### src/rtl/rdt_pkg.sv
package rdt_pkg;
   localparam int STAT_W     = 16;
   localparam int MISS_POS   = 12;
   localparam int RXDONE_POS = 10;
   localparam int NARROW_SH  = 3;
   localparam int WIDE_SH    = 4;
endpackage

### src/rtl/rdt_slot_addr.sv
module rdt_slot_addr #(
   parameter int ADDR_W = 32,
   parameter int CNT_W  = 16
) (
   input  logic [ADDR_W-1:0] base,
   input  logic [CNT_W-1:0]  ring_len,
   input  logic              wide,
   input  logic [CNT_W-1:0]  cnt,
   output logic [ADDR_W-1:0] addr,
   output logic [CNT_W-1:0]  cnt_after
);
   import rdt_pkg::*;
   logic [ADDR_W-1:0] span;

   always_comb begin
      span = ADDR_W'(ring_len) - ADDR_W'(cnt);
      addr = base + (wide ? (span << WIDE_SH) : (span << NARROW_SH));
      cnt_after = (cnt <= CNT_W'(1)) ? ring_len : cnt - CNT_W'(1);
   end
endmodule

### src/rtl/rdt_frame_fill.sv
module rdt_frame_fill #(
   parameter int MAX_SPAN = 3,
   parameter int BCNT_W   = 12,
   parameter int LEN_W    = 14,
   localparam int NU_W    = $clog2(MAX_SPAN + 1)
) (
   input  logic [LEN_W-1:0]           frm_len,
   input  logic [MAX_SPAN-1:0]        own,
   input  logic [MAX_SPAN*BCNT_W-1:0] bcnt,
   output logic [MAX_SPAN-1:0]        used,
   output logic [NU_W-1:0]            n_used,
   output logic                       fit
);
   logic [LEN_W-1:0] rem [0:MAX_SPAN];

   assign rem[0] = frm_len;

   for (genvar k = 0; k < MAX_SPAN; k++) begin : g_slot
      logic [LEN_W-1:0] cap, chunk;
      assign cap   = LEN_W'(1 << BCNT_W) - LEN_W'(bcnt[k*BCNT_W +: BCNT_W]);
      assign chunk = (cap < rem[k]) ? cap : rem[k];
      if (k == 0) begin : g_first
         assign used[k] = own[k] && (rem[k] != '0);
      end else begin : g_chain
         assign used[k] = used[k-1] && own[k] && (rem[k] != '0);
      end
      assign rem[k+1] = used[k] ? rem[k] - chunk : rem[k];
   end

   always_comb begin
      n_used = '0;
      for (int i = 0; i < MAX_SPAN; i++) n_used = n_used + NU_W'(used[i]);
   end

   assign fit = used[0] && (rem[MAX_SPAN] == '0);
endmodule

### src/rtl/rdt_ring_tracker.sv
module rdt_ring_tracker #(
   parameter int ADDR_W   = 32,
   parameter int CNT_W    = 16,
   parameter int BCNT_W   = 12,
   parameter int LEN_W    = 14,
   parameter int MISS_W   = 16,
   parameter int MAX_SPAN = 3
) (
   input  logic                       clk,
   input  logic                       rst_n,
   input  logic [ADDR_W-1:0]          ring_base,
   input  logic [CNT_W-1:0]           ring_len,
   input  logic                       wide_desc,
   input  logic                       init,
   input  logic                       frm_valid,
   input  logic [LEN_W-1:0]           frm_len,
   input  logic [MAX_SPAN-1:0]        desc_own,
   input  logic [MAX_SPAN*BCNT_W-1:0] desc_bcnt,
   output logic [CNT_W-1:0]           ring_idx,
   output logic [MAX_SPAN*ADDR_W-1:0] desc_addr,
   output logic                       upd_valid,
   output logic [MAX_SPAN-1:0]        upd_used,
   output logic                       upd_end,
   output logic                       upd_err,
   output logic [LEN_W-1:0]           upd_mlen,
   output logic [15:0]                intr_stat,
   output logic [MISS_W-1:0]          miss_cnt
);
   import rdt_pkg::*;
   localparam int NU_W = $clog2(MAX_SPAN + 1);

   if (MAX_SPAN < 1 || MAX_SPAN > 3) begin : g_bad_span
      $error("MAX_SPAN must be 1 to 3");
   end
   if (LEN_W < BCNT_W + 1) begin : g_bad_len
      $error("LEN_W too narrow for a full buffer");
   end
   if (CNT_W + WIDE_SH > ADDR_W) begin : g_bad_cnt
      $error("CNT_W too wide for ADDR_W");
   end

   logic              armed_q, miss_q, rxdone_q;
   logic [CNT_W-1:0]  cnt_chain [0:MAX_SPAN];
   logic [MAX_SPAN-1:0] used;
   logic [NU_W-1:0]   n_used;
   logic              fit, take_frame;

   assign cnt_chain[0] = ring_idx;

   for (genvar k = 0; k < MAX_SPAN; k++) begin : g_addr
      rdt_slot_addr #(.ADDR_W(ADDR_W), .CNT_W(CNT_W)) i_slot (
         .base      (ring_base),
         .ring_len  (ring_len),
         .wide      (wide_desc),
         .cnt       (cnt_chain[k]),
         .addr      (desc_addr[k*ADDR_W +: ADDR_W]),
         .cnt_after (cnt_chain[k+1])
      );
   end

   rdt_frame_fill #(.MAX_SPAN(MAX_SPAN), .BCNT_W(BCNT_W), .LEN_W(LEN_W)) i_fill (
      .frm_len (frm_len),
      .own     (desc_own),
      .bcnt    (desc_bcnt),
      .used    (used),
      .n_used  (n_used),
      .fit     (fit)
   );

   assign take_frame = frm_valid && armed_q && !init && (frm_len != '0);

   always_ff @(posedge clk or negedge rst_n) begin
      if (!rst_n) begin
         armed_q   <= 1'b0;
         ring_idx  <= '0;
         miss_q    <= 1'b0;
         rxdone_q  <= 1'b0;
         miss_cnt  <= '0;
         upd_valid <= 1'b0;
         upd_used  <= '0;
         upd_end   <= 1'b0;
         upd_err   <= 1'b0;
         upd_mlen  <= '0;
      end else begin
         upd_valid <= 1'b0;
         upd_used  <= '0;
         upd_end   <= 1'b0;
         upd_err   <= 1'b0;
         upd_mlen  <= '0;
         if (init) begin
            armed_q  <= 1'b1;
            ring_idx <= ring_len;
            miss_q   <= 1'b0;
            rxdone_q <= 1'b0;
            miss_cnt <= '0;
         end else if (take_frame) begin
            if (used[0]) begin
               ring_idx  <= cnt_chain[n_used];
               upd_valid <= 1'b1;
               upd_used  <= used;
               upd_end   <= fit;
               upd_err   <= !fit;
               upd_mlen  <= fit ? frm_len : '0;
               rxdone_q  <= 1'b1;
            end else begin
               miss_q   <= 1'b1;
               miss_cnt <= miss_cnt + MISS_W'(1);
            end
         end
      end
   end

   always_comb begin
      intr_stat = '0;
      intr_stat[MISS_POS]   = miss_q;
      intr_stat[RXDONE_POS] = rxdone_q;
   end
endmodule

### config.mk
export PLATFORM = sky130hd
export DESIGN_NAME = rdt_ring_tracker
export DESIGN_NICKNAME = d
export VERILOG_FILES = /design/src/rtl/rdt_pkg.sv /design/src/rtl/rdt_slot_addr.sv /design/src/rtl/rdt_frame_fill.sv /design/src/rtl/rdt_ring_tracker.sv
export SDC_FILE = /design/constraint.sdc
export NUM_CORES = 1
export LEC_CHECK = 0
export BUFFER_PORTS_ARGS = -buffer_cell sky130_fd_sc_hd__buf_2
export CAP_MARGIN = 20
export CELL_PAD_IN_SITES_DETAIL_PLACEMENT = 0
export CELL_PAD_IN_SITES_GLOBAL_PLACEMENT = 1
export CORE_MARGIN = 10
export CORE_UTILIZATION = 39
export DETAILED_ROUTE_END_ITERATION = 16
export PLACE_DENSITY = 0.82
export SKIP_CTS_REPAIR_TIMING = 1
export SLEW_MARGIN = 10
export SYNTH_ARGS = -nofsm -noshare
export SYNTH_HDL_FRONTEND = slang
export SYNTH_HIERARCHICAL = 1
export SYNTH_SLANG_ARGS = --single-unit
export TNS_END_PERCENT = 100
### constraint.sdc
create_clock -name clk -period 8.4 [get_ports clk]
set_input_delay 1.26 -clock clk [delete_from_list [all_inputs] [get_ports clk]]
set_output_delay 1.26 -clock clk [all_outputs]
set_load 0.02 [all_outputs]
* Yosys cells after proc, flatten, opt, wreduce, memory -nomap -nowiden
Index checks and enable logic that the tools add are counted.
** Word-level totals
- Flip-flop bits (word level) :: 55
- Bits in latches :: 0
- RAM bits :: 0
- ROM bits :: 0
- Input port bits :: 106
- Output and inout bits :: 164
- Logic and storage cells :: 99
- Memories :: 0
** Operators by class
- Add/sub/neg operators :: 18
- Multiply operators :: 0
- Div/mod/pow operators :: 0
- Magnitude comparators :: 7
- Equal/unequal tests :: 1
- Shifts and indexed selects :: 0
- Mux-type cells :: 43
- Bitwise logic cells :: 1
- Reduce and logical (&&, ||, !) cells :: 19
** Operators with widths (count)
- 16-bit 2-to-1 mux :: 11
- 14-bit 2-to-1 mux :: 10
- 32-bit adder :: 3
- 32-bit 2-to-1 mux :: 3
- 16-bit by 16-bit subtractor with 17-bit output :: 3
- 16-bit by 1-bit <= comparator with 1-bit output (second input constant) :: 3
- 16-bit by 1-bit subtractor with 16-bit output (second input constant) :: 3
- 14-bit less-than comparator :: 3
- 14-bit nonzero test :: 3
- 13-bit by 12-bit subtractor with 14-bit output (first input constant) :: 3
- 14-bit subtractor :: 3
- 16-bit binary-select mux with 2-bit select :: 1
- 16-bit by 1-bit adder with 16-bit output (second input constant) :: 1
- 1-bit 2-to-1 mux :: 15
- 14-bit zero test :: 1
- 1-bit logical AND :: 9
- 3-bit 2-to-1 mux :: 3
- 2-bit AND reduction :: 2
- 2-bit nonzero test :: 2
- 3-bit greater-or-equal comparator (second input constant) :: 1
- 2-bit inverter with 3-bit output :: 1
- 1-bit by 1-bit adder with 2-bit output :: 1
- 2-bit by 1-bit adder with 2-bit output :: 1
- 1-bit zero test :: 2
- 2-bit != test (second input constant) :: 1

* Depth between registers and ports, before layout
Gate-level depths: netlist of run 1.
- Depth after elaboration :: 19
- Gate-level depth with buffers :: 78
- Mapped depth without buffers :: 73

* Modules after synthesis
The synthesis of run 1 kept the hierarchy.
** By module, submodules not included
- rdt_frame_fill :: times used 1, cells an instance 632, area each 4471.8 um2, seq. area each 0.0 um2
- rdt_ring_tracker :: times used 1, cells an instance 325, area each 3196.8 um2, seq. area each 1351.3 um2
- rdt_slot_addr at g_addr[1].i_slot :: times used 1, cells an instance 449, area each 3065.4 um2, seq. area each 0.0 um2
- rdt_slot_addr at g_addr[0].i_slot :: times used 1, cells an instance 445, area each 2961.6 um2, seq. area each 0.0 um2
- rdt_slot_addr at g_addr[2].i_slot :: times used 1, cells an instance 420, area each 2886.5 um2, seq. area each 0.0 um2

* Worst setup path after synthesis of run 1
Ideal clock, no wire load.
- Path kind :: input port to flip-flop
- Start :: input desc_bcnt[2]
- End :: register upd_mlen[10]
- Library setup time :: 0.066 ns
- Arrival :: 15.088 ns
- Data required time :: 8.334 ns
- Slack :: -6.754 ns
- Stages on the path :: 75
- Buffers on the path :: 6
- Path through :: or2_2 nor3_1 nand2b_1 nor3_1 xnor2_1 ha_1 a21o_1 a21o_1 a21oi_1 o21ai_0 a21o_1 a21o_1 a21oi_1 nor2_1 clkbuf_1 o21ai_0 ha_1 inv_1 [39 not listed] fa_1 nor2b_1 o21ai_0 nand2b_1 a21o_1 a21o_1 a21o_1 a21o_1 and2_1 and2b_1 a311oi_1 nand2_1 xnor2_1 o41ai_1 and4_1 nor3b_1 clkbuf_1 and2_1
** Between the ends
- Cells in the longest elaborated chain, start to end :: 19
- Elaborated cells between the ends (all ways) :: 24
- Classes of those cells :: add/sub: 4; order compare: 3; mux: 10; reduce/logical: 7
** Ends and longest elaborated chain
- start, declared :: RTL line rdt_ring_tracker.sv:18 : input logic [MAX_SPAN*BCNT_W-1:0] desc_bcnt,
- 13-bit by 12-bit subtractor with 14-bit output * :: RTL line rdt_frame_fill.sv:20 : assign cap = LEN_W'(1 << BCNT_W) - LEN_W'(bcnt[k*BCNT_W +: BCNT_W]);
- 14-bit less-than comparator :: RTL line rdt_frame_fill.sv:21 : assign chunk = (cap < rem[k]) ? cap : rem[k];
- 14-bit 2-to-1 mux * :: RTL line rdt_frame_fill.sv:21
- 14-bit subtractor * :: RTL line rdt_frame_fill.sv:27 : assign rem[k+1] = used[k] ? rem[k] - chunk : rem[k];
- 14-bit 2-to-1 mux * :: RTL line rdt_frame_fill.sv:27
- 14-bit less-than comparator :: RTL line rdt_frame_fill.sv:21
- 14-bit 2-to-1 mux :: RTL line rdt_frame_fill.sv:21
- 14-bit subtractor :: RTL line rdt_frame_fill.sv:27
- [4 not listed]
- 14-bit 2-to-1 mux * :: RTL line rdt_frame_fill.sv:27
- 14-bit zero test * :: RTL line rdt_frame_fill.sv:35 : assign fit = used[0] && (rem[MAX_SPAN] == '0);
- 1-bit logical AND * :: RTL line rdt_frame_fill.sv:35
- net fit :: RTL line rdt_ring_tracker.sv:46 : logic fit, take_frame;
- 14-bit 2-to-1 mux * :: RTL line rdt_ring_tracker.sv:103 : upd_mlen <= fit ? frm_len : '0;
- 14-bit 2-to-1 mux * :: RTL line rdt_ring_tracker.sv:97 : if (used[0]) begin
- 14-bit 2-to-1 mux * :: RTL line rdt_ring_tracker.sv:96 : end else if (take_frame) begin
- 14-bit 2-to-1 mux * :: RTL line rdt_ring_tracker.sv:90 : if (init) begin
- end signal, assigned :: RTL line rdt_ring_tracker.sv:103
- end, declared :: RTL line rdt_ring_tracker.sv:25 : output logic [LEN_W-1:0] upd_mlen,
The timed path passes the listed nets; every way through them passes the cells marked *.
A chain may end at the register's enable or synchronous reset.

* Worst setup path after layout of run 1
- Start :: input desc_bcnt[2]
- End :: register upd_mlen[2]
The elaborated chain is that of the path after synthesis.

==> results of run 1 <==
==> layout make-up <==
type                            count  share of cell area (%)
Multi-Input combinational cell   1944                   68.32
Timing Repair Buffer              618                   18.92
Sequential cell                    54                   6.059
Tap cell                          539                   3.021
Inverter                          175                   2.954
Clock buffer                        5                  0.5605
Clock inverter                      3                  0.1289
Antenna cell                        3                 0.03363
==> per-stage QoR <==
stage,setup WS [ns],cells,utilization [%]
floorplan,-5.102,2284,-
CTS,-5.481,3271,48.87
global placement,-5.289,3263,48.51
detailed placement,-5.748,3263,48.51
finish,-5.052,3341,53.10
global route,-5.796,3341,53.10
==> worst register-to-register path, cell delays in order, from the launching register on <==
cell and delay [ns]:
dfrtp_2 0.44, inv_2 0.07, nand4_1 0.25, nor4_2 0.43
buf_4 0.21, nand4_1 0.16, xnor2_2 0.27, a21oi_4 0.11
inv_2 0.09, nand4_1 0.19, nor3_2 0.22, nand4_1 0.17
buf_6 0.19, buf_6 0.14, nor2_1 0.13, a21oi_2 0.07
buf_4 0.16, or3_4 0.40, or4_1 0.45, or3_4 0.37
or3_4 0.37, nor3_4 0.79, a21oi_1 0.10, a21o_2 0.22
mux2_4 0.25, a22o_1 0.22, nand3_2 0.10, o311ai_2 0.13
==> how the worst max path moves through the flow <==
stage | cells after the start | to | slack, ns | from
after floorplan | 71 | upd_mlen[10]$_DFF_PN0_ | -5.10 | desc_bcnt[2]
after global placement | 69 | upd_mlen[0]$_DFF_PN0_ | -5.29 | desc_bcnt[2]
after detailed placement | 68 | upd_mlen[5]$_DFF_PN0_ | -5.75 | desc_bcnt[2]
after CTS | 66 | upd_mlen[5]$_DFF_PN0_ | -5.48 | desc_bcnt[2]
after global routing | 72 | upd_mlen[5]$_DFF_PN0_ | -5.80 | desc_bcnt[2]
final | 74 | upd_mlen[2]$_DFF_PN0_ | -5.05 | desc_bcnt[2]
==> per-layer routing <==
layer  track usage [%]  part of all wire [%]
met1             28.66                    43
met2             40.42                    50
met3             1.544                   4.6
met4             5.908                   2.9
met5                 0                     0
==> report_power, final <==
group / internal [uW] / switching (uW)
clock: 114 / 108
combinational: 1880 / 2580
sequential: 270 / 11.6
==> sequential cells by signal, indices dropped and copies added, names as in the netlist <==
register / count
upd_err: 1
upd_used: 3
upd_end: 1
miss_q: 1
ring_idx: 16
armed_q: 1
miss_cnt: 16
rxdone_q: 1
upd_mlen: 14
==> cells by family after synthesis <==
kind of cell | Yosys count
and+or+nand+nor | 734
xor gates and xnor gates | 199
buffers and inverters | 289
muxes | 83
other | 1
DFF | 54
AOI/OAI and AO/OA | 686
adders and majority gates | 225
==> synth_stat cells, types with 17 or more instances <==
master	number	area (um2)
inv_1	173	649.4
nor2_1	179	671.9
nor3_1	41	205.2
mux2i_1	41	410.4
a31oi_1	22	137.6
xor2_1	61	534.3
a21o_1	70	525.5
nand4_1	36	225.2
nand2b_1	26	162.7
and2_1	29	181.4
buf_4	47	352.8
o21a_1	25	187.7
nand3_1	69	345.3
a21oi_1	195	975.9
nand2_1	198	743.2
clkbuf_1	43	161.4
o21ai_0	131	655.6
mux2_2	39	439.2
nor4_1	23	143.9
dfrtp_1	54	1351
ha_1	215	2690
nor2b_1	21	131.4
a211oi_1	17	127.6
xnor2_1	136	1191
==> summary.txt, run 1 <==
Worst setup path
  • Highest net fanout along the worst path: 7
  • Capturing point of the worst reg2reg path: ring_idx[3]$_DFFE_PN0P_
  • Type of the worst setup path: primary input to flip-flop
  • Number of cells traversed by the worst register-to-register path: 27
  • Reg-to-Reg Start: ring_idx[7]$_DFFE_PN0P_
  • CP startpoint kind: primary input
  • Data arrival time of the critical path: about 14 ns
  • Crit path required time: between 8 and 9 ns
  • Element type at the critical path end: flip-flop
  • Max incr delay on CP: a little under 0.5 ns
  • Most used cell along the critical path: a21o_1
  • Number of buffers and inverters on the critical path: 10
  • Critical path's slowest cell: or4b_4
  • Slack of the worst reg-to-reg path: ~1.6 ns
  • Family of cells with the greatest summed delay on the critical path: compound AO/OA/AOI/OAI gates

Hold path
  • Class of the tightest hold or removal check: flip-flop to flip-flop
  • Hold Crit Endpoint: armed_q$_DFFE_PN0P_
  • Cell depth of the worst min-delay path: 1
  • Worst Min Path Start: armed_q$_DFFE_PN0P_

Routing
  • Routed via count divided by cell count: around 5.7
  • Number of violations reported at the end of detailed-routing iteration 0: 1,189
  • First-pass iteration count of the detailed router: 5
  • Number of remaining DRC errors: 0
  • Antenna Violating Nets Remaining: 0
  • Routed len/inst: approximately 19 um
  • Wirelength, routed: 63.58 mm
  • Total number of vias: ~19,000

Floorplanning
  • Die ar.: around 51,000 um2
  • Vertical extent of the die: 226.2 um
  • Initial Utilization: 39.44%
  • Total I/O pin count: 270
  • Die W: between 200 and 250 um
  • Standard-cell row count: 75
  • Core area: about 42,000 um2

Global routing
  • Gr usage total: a little under a quarter
  • Vias in the first global route: 18,160
  • Global-route wire length before repair: ~95 mm
  • Antenna violations before repair: 3
  • Remaining Overflow, GRT: 0
  • Maximum number of pins on one net before global-route repair: 55

Yosys
  • Async set-or-reset flop fraction in the synthesized netlist: 100.0%
  • Share of synthesized area spent on multiplexers: about 5.3%
  • Number of enable flip-flop cells after synthesis: 0
  • Dominant combinational cell family by area after synthesis: compound AO/OA/AOI/OAI gates
  • Post-Syn Instances: approximately 2,300
  • Cell area after synthesis: around 17,000 um2
  • Sequential element share of the synthesized area: under 10%
  • Post-synth top flop: dfrtp_1
  • Syn avg cell area: roughly 7.3 um2
  • Xor and xnor area share after synthesis: about a tenth
  • #FFs+latches synth: between 50 and 60
  • Post-synthesis share of cell area spent on and, or, nand and nor gates: about 23%
  • Adder-cell share of the synthesized area: between 10% and 20%
  • Count of warnings emitted by yosys: 6
  • Count of different cell masters after synthesis: 118
  • Area fraction in compound gates after synthesis: between 20% and 30%

Timing
  • Final number of max-transition violations: 0
  • Tightest hold margin: between 0.5 and 0.6 ns
  • Total Negative Setup Slacks: -132.51 ns
  • Slew Limit Headroom: a little over a third
  • Worst-case setup margin in the final layout: -5.052 ns
  • Final Setup Violations: 33
  • Hold Vio Cnt, Final: 0
  • Worst-Margin Slew: about 0.97 ns
  • Achievable Freq: roughly 74 MHz
  • Post-layout min period: between 10 and 15 ns
  • Fraction of the cycle the final worst path needs: 160.1%
  • Unrepaired setup endpoints after global routing: true
  • Worst-case clock skew: 0.008083 ns

Power and ir drop
  • Leakage power: ~0.010 uW
  • Power density relative to cell area: between 200 and 250 nW/um2
  • Power consumption: about 5000 uW
  • Max IR drop VDD: 0.2413 mV

Cells and area
  • Most common cell after layout, fill and taps aside: buf_4
  • Filler cell count: a little over 4,000
  • Area occupied by multi-input gates: 15,250 um2
  • Total number of nets in the final design: about 3,100
  • Fraction of final layout cells with drive strength greater than 1: about a third
  • Relative area change from synthesis to final layout: 34.61%
  • Register area: 1353 um2
  • Cell area after layout: 22,320 um2
  • Leading cell types in the layout, fill and taps excluded: buf_4 (355), buf_2 (235), nand2_1 (194)

Run status
  • Result of the run: complete, but fails checks
  • Violations in the final reports: negative setup slack

Flow run
  • Count of maximum capacitance violations: 0

Clock tree
  • CTS clock-pin slew for the worst setup and hold paths: 0.08 ns
  • Clock latency of the later-clocked register in the worst-skew pair: 0.30 ns
  • Buffer type at the clock tree root: clkbuf_16
  • CTS tree: yes
  • Worst-case clock buffer depth: 2
  • Total number of clock tree sinks: between 50 and 60
  • Number of levels the H-tree was split into: 2
  • Clock buffer count from CTS: 5

Place
  • Total cell area at the placement stage: around 20,000 um2
  • Port buffer count: between 200 and 250
  • Detailed-placement wirelength estimate: 51.64 mm
  • Weighted congestion reported at the end of routability-driven placement: between 0.9 and 1
Note: power is estimated with default switching activity, not from simulation.
==> run 2: changes to the inputs <==
Settings changed: BUFFER_PORTS_ARGS -buffer_cell sky130_fd_sc_hd__buf_2 to unset, CORE_UTILIZATION 39 to 44, DONT_BUFFER_PORTS set to 1.
==> run 2 against run 1 <==
Against the previous run: the run still ends with negative setup slack left; final cell count down 9.8%; cell area down 10%; maximum frequency about the same; total power down 7.8%; worst hold slack worse by 0.0050 ns; critical path depth down 2; count of clock-buffer cells in the layout unchanged; via count down 6.0%; worst setup slack better by 0.010 ns; highest routed layer unchanged.
==> summary.txt, run 2 (synthesis gave the netlist of run 1 again) <==
Global routing
  • Global-route wire length before repair: 91.19 mm
  • Gr usage total: 23.63%
  • Antenna violations before repair: 0
  • Vias in the first global route: ~17,000
  • Remaining Overflow, GRT: 0
  • Maximum number of pins on one net before global-route repair: 55

Routing
  • Antenna Violating Nets Remaining: 0
  • First-pass iteration count of the detailed router: 5
  • Number of violations reported at the end of detailed-routing iteration 0: 1,392
  • Wirelength, routed: roughly 60 mm
  • Routed via count divided by cell count: a little under 6
  • Routed len/inst: 19.79 um
  • Number of remaining DRC errors: 0
  • Total number of vias: roughly 18,000

Timing
  • Fraction of the cycle the final worst path needs: 160.0%
  • Hold Vio Cnt, Final: 0
  • Worst-case setup margin in the final layout: -5.042 ns
  • Total Negative Setup Slacks: -131.17 ns
  • Final number of max-transition violations: 0
  • Worst-Margin Slew: between 0.9 and 1 ns
  • Slew Limit Headroom: 38.04%
  • Tightest hold margin: 0.5023 ns
  • Post-layout min period: 13.44 ns
  • Final Setup Violations: 33
  • Achievable Freq: between 70 and 80 MHz
  • Unrepaired setup endpoints after global routing: true
  • Worst-case clock skew: 0.009193 ns

Worst setup path
  • Number of buffers and inverters on the critical path: 6
  • Family of cells with the greatest summed delay on the critical path: compound AO/OA/AOI/OAI gates
  • Number of cells traversed by the worst register-to-register path: 29
  • Slack of the worst reg-to-reg path: roughly 1.7 ns
  • Crit path required time: roughly 8.7 ns
  • Highest net fanout along the worst path: 8
  • Data arrival time of the critical path: ~14 ns
  • Most used cell along the critical path: a21o_1
  • Element type at the critical path end: flip-flop
  • CP startpoint kind: primary input
  • Capturing point of the worst reg2reg path: ring_idx[3]$_DFFE_PN0P_
  • Max incr delay on CP: about 0.48 ns
  • Reg-to-Reg Start: ring_idx[7]$_DFFE_PN0P_
  • Critical path's slowest cell: or4b_4
  • Type of the worst setup path: primary input to flip-flop

Cells and area
  • Final core utilization: 53.58%
  • Relative area change from synthesis to final layout: 20.86%
  • Antenna diode count: 0
  • Most common cell after layout, fill and taps aside: buf_4
  • Number of standard cells in the layout, taps in and fillers out: 3,013
  • Registers with the most flip-flops: miss_cnt x16, ring_idx x16, upd_mlen x14
  • Fraction of final layout cells with drive strength greater than 1: 23.34%
  • Total number of nets in the final design: 2,832
  • Leading cell types in the layout, fill and taps excluded: buf_4 (305), nand2_1 (197), ha_1 (194)

Power and ir drop
  • Power density relative to cell area: between 200 and 250 nW/um2
  • Int Pwr: between 2000 and 2500 uW
  • Sw Ratio: 55.47%
  • Max IR drop VDD: approximately 0.15 mV
  • Combinational group share of total power: between 80% and 90%
  • Share of power burned in registers: 6.1%
  • Leakage power: between 0.009 and 0.01 uW
  • Clock share of power: around 4.9%
  • NetSw: between 2000 and 3000 uW

Floorplanning
  • Die W: 214.1 um
  • Die ar.: around 46,000 um2
  • Vertical extent of the die: about 210 um
  • Core area: 37,400 um2
  • Initial Utilization: about 44%
  • Standard-cell row count: approximately 70
  • Total I/O pin count: 270

Place
  • Pre-CTS setup slack: -5.508 ns
  • Weighted congestion reported at the end of routability-driven placement: a little under 1
  • Detailed-placement wirelength estimate: 48.86 mm
  • Port buffer count: 0
  • Cell count after placement: 2,965

Clock tree
  • Clock buffer count from CTS: 5
  • Number of levels the H-tree was split into: 2
  • Buffer type at the clock tree root: clkbuf_16
  • Worst-case clock buffer depth: 2
  • CTS clock-pin slew for the worst setup and hold paths: 0.08 ns
  • Total number of clock tree sinks: 54
  • Clock latency of the later-clocked register in the worst-skew pair: roughly 0.30 ns
  • CTS tree: yes

Hold path
  • Class of the tightest hold or removal check: flip-flop to flip-flop
  • Cell depth of the worst min-delay path: 1
  • Worst Min Path Start: armed_q$_DFFE_PN0P_
  • Hold Crit Endpoint: armed_q$_DFFE_PN0P_

Flow run
  • Count of maximum capacitance violations: 0

Run status
  • Result of the run: complete, but fails checks
  • Violations in the final reports: negative setup slack
-- run 2: cell types whose count changed in the layout (fill, tap and decap cells not counted), moves of 9 or more --
cell,before,now
ha_4,19,7
buf_4,355,305
nand3_1,56,66
mux2_2,26,38
buf_2,235,0
o311ai_1,5,16
o311ai_2,12,1
nand3_2,14,3
ha_1,185,194
mux2_4,14,2
-- run 2: metrics by stage --
step / total power, uW / cell area, um2
2_1_floorplan: 3026 / 16880
3_3_place_gp: 4071 / 18930
3_5_place_dp: 4116 / 18930
4_1_cts: 4359 / 19080
5_1_grt: 4925 / 20040
6_report: 4571 / 20040
-- run 2: power groups by stage --
stage               Combinational, uW  Clock, uW  Sequential, uW
CTS                              3850        227             280
global route                     4410        237             282
floorplan                        2740          0             288
global placement                 3790          0             285
detailed placement               3830          0             285
finish                           4070        223             280
-- run 2: worst max-delay path by stage --
stage	startpoint	end	slack, ns	depth (start not counted)
2_1_floorplan	desc_bcnt[2]	upd_mlen[10]$_DFF_PN0_	-5.10	71
3_3_place_gp	desc_bcnt[2]	upd_mlen[10]$_DFF_PN0_	-5.17	69
3_5_place_dp	desc_bcnt[2]	upd_mlen[5]$_DFF_PN0_	-5.51	73
4_1_cts	desc_bcnt[2]	upd_mlen[5]$_DFF_PN0_	-5.29	73
5_1_grt	desc_bcnt[2]	upd_mlen[12]$_DFF_PN0_	-5.64	72
6_report	desc_bcnt[2]	upd_mlen[12]$_DFF_PN0_	-5.04	72
-- run 2: final cells by class --
cell class	count	area, um2
Inverter	175	656.9
Sequential cell	54	1351
Clock inverter	3	28.78
Fill cell	3556	17360
Timing Repair Buffer	323	2497
Tap cell	511	639.4
Multi-Input combinational cell	1942	14740
Clock buffer	5	125.1
-- run 2: layer usage --
layer  vias up  wire length [um]  GRT usage, %
met5         -                 0             0
met4         0              1471         6.192
met3        88              3225         2.793
met2       551             29290         41.25
met1      8603             25630         30.10
li1       8718                 -             -
==> run 3: changes to the inputs <==
Settings changed: ABC_AREA set to 1, CORE_UTILIZATION 44 to 45, MAX_ROUTING_LAYER set to met4, PLACE_DENSITY 0.82 to 0.85.
Clock period 8.4 ns to 15.1 ns, I/O delays scaled along.
==> run 3 against run 2 <==
Against the previous run: the flow now finishes without violations; synthesized cell count increased by 53%; worst setup slack improved by 6.2 ns; critical endpoint is now upd_mlen[13]$_DFF_PN0_; clock power decreased by 48%; non-clock buffer count decreased by 321; sequential share of layout area increased by 0.12 points; largest power group unchanged; combinational power decreased by 44%; die area increased by 13%.
==> summary.txt, run 3 <==
Yosys
  • Count of warnings emitted by yosys: 6
  • Syn avg cell area: between 5 and 6 um2
  • Ranking of synthesized cells by instance count: nand2_1 (1,173), inv_1 (557), nor2_1 (323)
  • #FFs+latches synth: 54
  • Async set-or-reset flop fraction in the synthesized netlist: 100.0%
  • Number of enable flip-flop cells after synthesis: 0
  • Top cells by area, synth: nand2_1 (23%), ha_1 (14%), inv_1 (11%)
  • Cell taking the most area after synthesis: nand2_1
  • Post-Syn Instances: between 3,000 and 4,000
  • Sequential element share of the synthesized area: approximately 7.0%
  • Fraction of synthesized cell area taken by the top area cell type: a little under a quarter
  • Top-count cell post-synth: nand2_1
  • Post-synth top flop: dfrtp_1
  • Count of different cell masters after synthesis: slightly above 60
  • Cell area after synthesis: 19,420 um2

Routing
  • First-pass iteration count of the detailed router: 7
  • Routed via count divided by cell count: 5.185
  • Total number of vias: 20,710
  • Antenna Violating Nets Remaining: 0
  • Routed len/inst: 16.64 um
  • Number of remaining DRC errors: 0
  • Wirelength, routed: 66.46 mm
  • Number of violations reported at the end of detailed-routing iteration 0: roughly 1,300

Power and ir drop
  • Combinational group share of total power: between 80% and 90%
  • Power density relative to cell area: around 130 nW/um2
  • Int Pwr: around 900 uW
  • Sw Ratio: between 60% and 70%
  • NetSw: about 1700 uW
  • Share of power burned in registers: under 10%
  • Leakage power: about 0.011 uW
  • Clock share of power: 4.5%
  • Max IR drop VDD: roughly 0.10 mV

Timing
  • Post-layout min period: around 14 ns
  • Worst-Margin Slew: 0.9026 ns
  • Final Setup Violations: 0
  • Achievable Freq: 71.83 MHz
  • Worst-case clock skew: between 0.01 and 0.015 ns
  • Slew Limit Headroom: approximately 39%
  • Final number of max-transition violations: 0
  • Hold Vio Cnt, Final: 0
  • Fraction of the cycle the final worst path needs: between 90% and 100%
  • Total Negative Setup Slacks: 0 ns
  • Unrepaired setup endpoints after global routing: false

Floorplanning
  • Vertical extent of the die: 227.7 um
  • Die W: 227.7 um
  • Die ar.: between 50,000 and 60,000 um2
  • Core area: between 40,000 and 50,000 um2
  • Standard-cell row count: between 70 and 80
  • Initial Utilization: 45.27%
  • Total I/O pin count: 270

Clock tree
  • Clock buffer count from CTS: 5
  • Clock latency of the later-clocked register in the worst-skew pair: 0.30 ns
  • Total number of clock tree sinks: 54
  • CTS clock-pin slew for the worst setup and hold paths: roughly 0.070 ns
  • Worst-case clock buffer depth: 2
  • CTS tree: yes
  • Buffer type at the clock tree root: clkbuf_16
  • Number of levels the H-tree was split into: 2

Place
  • Detailed-placement wirelength estimate: approximately 57 mm
  • Weighted congestion reported at the end of routability-driven placement: 0.9824
  • Port buffer count: 0

Cells and area
  • Fraction of final layout cells with drive strength greater than 1: 5.896%
  • Registers with the most flip-flops: miss_cnt x16, ring_idx x16, upd_mlen x14
  • Most common cell after layout, fill and taps aside: nand2_1
  • Total number of nets in the final design: between 3,000 and 4,000
  • Final core utilization: 45.94%
  • Filler cell count: about 4,700
  • Leading cell types in the layout, fill and taps excluded: nand2_1 (1,173), inv_1 (557), nor2_1 (322)
  • Antenna diode count: 0
  • Relative area change from synthesis to final layout: 1.482%

Worst setup path
  • Critical path's slowest cell: fa_1
  • Crit path required time: about 15 ns
  • Highest net fanout along the worst path: 25
  • Most used cell along the critical path: nand2_1
  • Element type at the critical path end: flip-flop
  • Slack of the worst reg-to-reg path: slightly above 9 ns
  • Family of cells with the greatest summed delay on the critical path: simple AND/OR/NAND/NOR gates
  • Data arrival time of the critical path: 14.14 ns
  • Number of buffers and inverters on the critical path: 11
  • Max incr delay on CP: about 0.46 ns
  • Type of the worst setup path: primary input to flip-flop
  • CP startpoint kind: primary input

Global routing
  • Global-route wire length before repair: roughly 100 mm
  • Remaining Overflow, GRT: 0
  • Gr usage total: around 25%
  • Vias in the first global route: about 20,000
  • Maximum number of pins on one net before global-route repair: 55
  • Antenna violations before repair: 0

Flow run
  • Count of maximum capacitance violations: 0

Hold path
  • Class of the tightest hold or removal check: flip-flop to flip-flop

Run status
  • Result of the run: complete, no violations
## run 3: cell types whose count changed after synthesis, sizes merged, moves of 39 or more
cell | previous run | this run
xnor2 | 137 | 33
mux2i | 41 | 2
nand3 | 70 | 287
a21o | 71 | 13
inv | 174 | 584
xor2 | 62 | 114
nor2 | 179 | 370
nand2 | 200 | 1219
mux2 | 42 | 0
## run 3: path summary, 6_finish.rpt
check / cells after the start / startpoint / end
setup reg to reg: 26 / ring_idx[1]$_DFFE_PN0P_ / ring_idx[1]$_DFFE_PN0P_
setup / recovery: 77 / desc_bcnt[0] / upd_mlen[13]$_DFF_PN0_
hold reg to reg: 1 / armed_q$_DFFE_PN0P_ / armed_q$_DFFE_PN0P_
max in group asynchronous: 0 / rst_n / ring_idx[2]$_DFFE_PN0P_
min in group asynchronous: 0 / rst_n / upd_mlen[4]$_DFF_PN0_
hold / removal: 1 / armed_q$_DFFE_PN0P_ / armed_q$_DFFE_PN0P_
## run 3: layout make-up
cell class	count	area (um2)	area share, %
multi-input cells	2760	15250	77.41
inverters	585	2206	11.20
flip-flops and latches	54	1351	6.858
well taps	585	732.0	3.715
clock buffers	6	128.9	0.6541
clock inverters	2	17.52	0.08890
repair buffers	2	15.01	0.07620
## run 3: stage by stage
step	area [um2]	cells	hold WS [ns]	power (uW)	setup slack, ns
6_report	19700	3994	0.4680	2573	1.178
2_1_floorplan	19460	3487	0.4367	1951	2.357
4_1_cts	19680	3994	0.4733	2568	0.5608
3_3_place_gp	19530	3986	0.4489	2420	0.7836
5_1_grt	19700	3994	0.4886	2845	0.01807
3_5_place_dp	19530	3986	0.4581	2443	0.2949
## run 3: routing by layer
metal	GRT usage, %	share of wire, %
met1	28.24	42
met2	45.52	50
met3	3.462	5.3
met4	6.962	3.0
met5	-	0
## run 3: cells by family (layout without fill, tap and decap cells)
family	count (synthesis)	count (layout)	synth area share, %
buf+inv	673	595	14.88
xor+xnor	147	147	6.766
mux	2	2	0.1031
other cells	1	14	0.01931
fa+ha+maj	225	225	14.89
flops	54	54	6.960
simple gates	1995	1995	45.54
compound gates	377	377	10.85
## run 3: worst reg2reg max path, cell delays in order (launching register included)
cell and delay, ns:
dfrtp_1 0.58, inv_1 0.16, ha_1 0.25, nor2_1 0.14, nor3_2 0.06, nand2_2 0.32, inv_2 0.15, o21ai_0 0.49
inv_1 0.21, ha_1 0.31, nor2_1 0.14, nor2_2 0.07, nand3_4 0.21, inv_4 0.12, o21ai_0 0.48, inv_1 0.25
ha_1 0.31, nor2_1 0.17, nor3_2 0.07, nand2_2 0.29, inv_2 0.17, nand2_1 0.08, o21ai_0 0.08, o21ai_0 0.34
a21oi_1 0.11, nand2_1 0.13, nand2_1 0.06
## run 3: power by group through the flow
stage / clock network, uW / registers [uW] / logic, uW
final: 117 / 179 / 2280
after detailed placement: 0 / 182 / 2260
after global placement: 0 / 182 / 2240
after global routing: 125 / 180 / 2540
after floorplan: 0 / 165 / 1790
after CTS: 118 / 179 / 2270
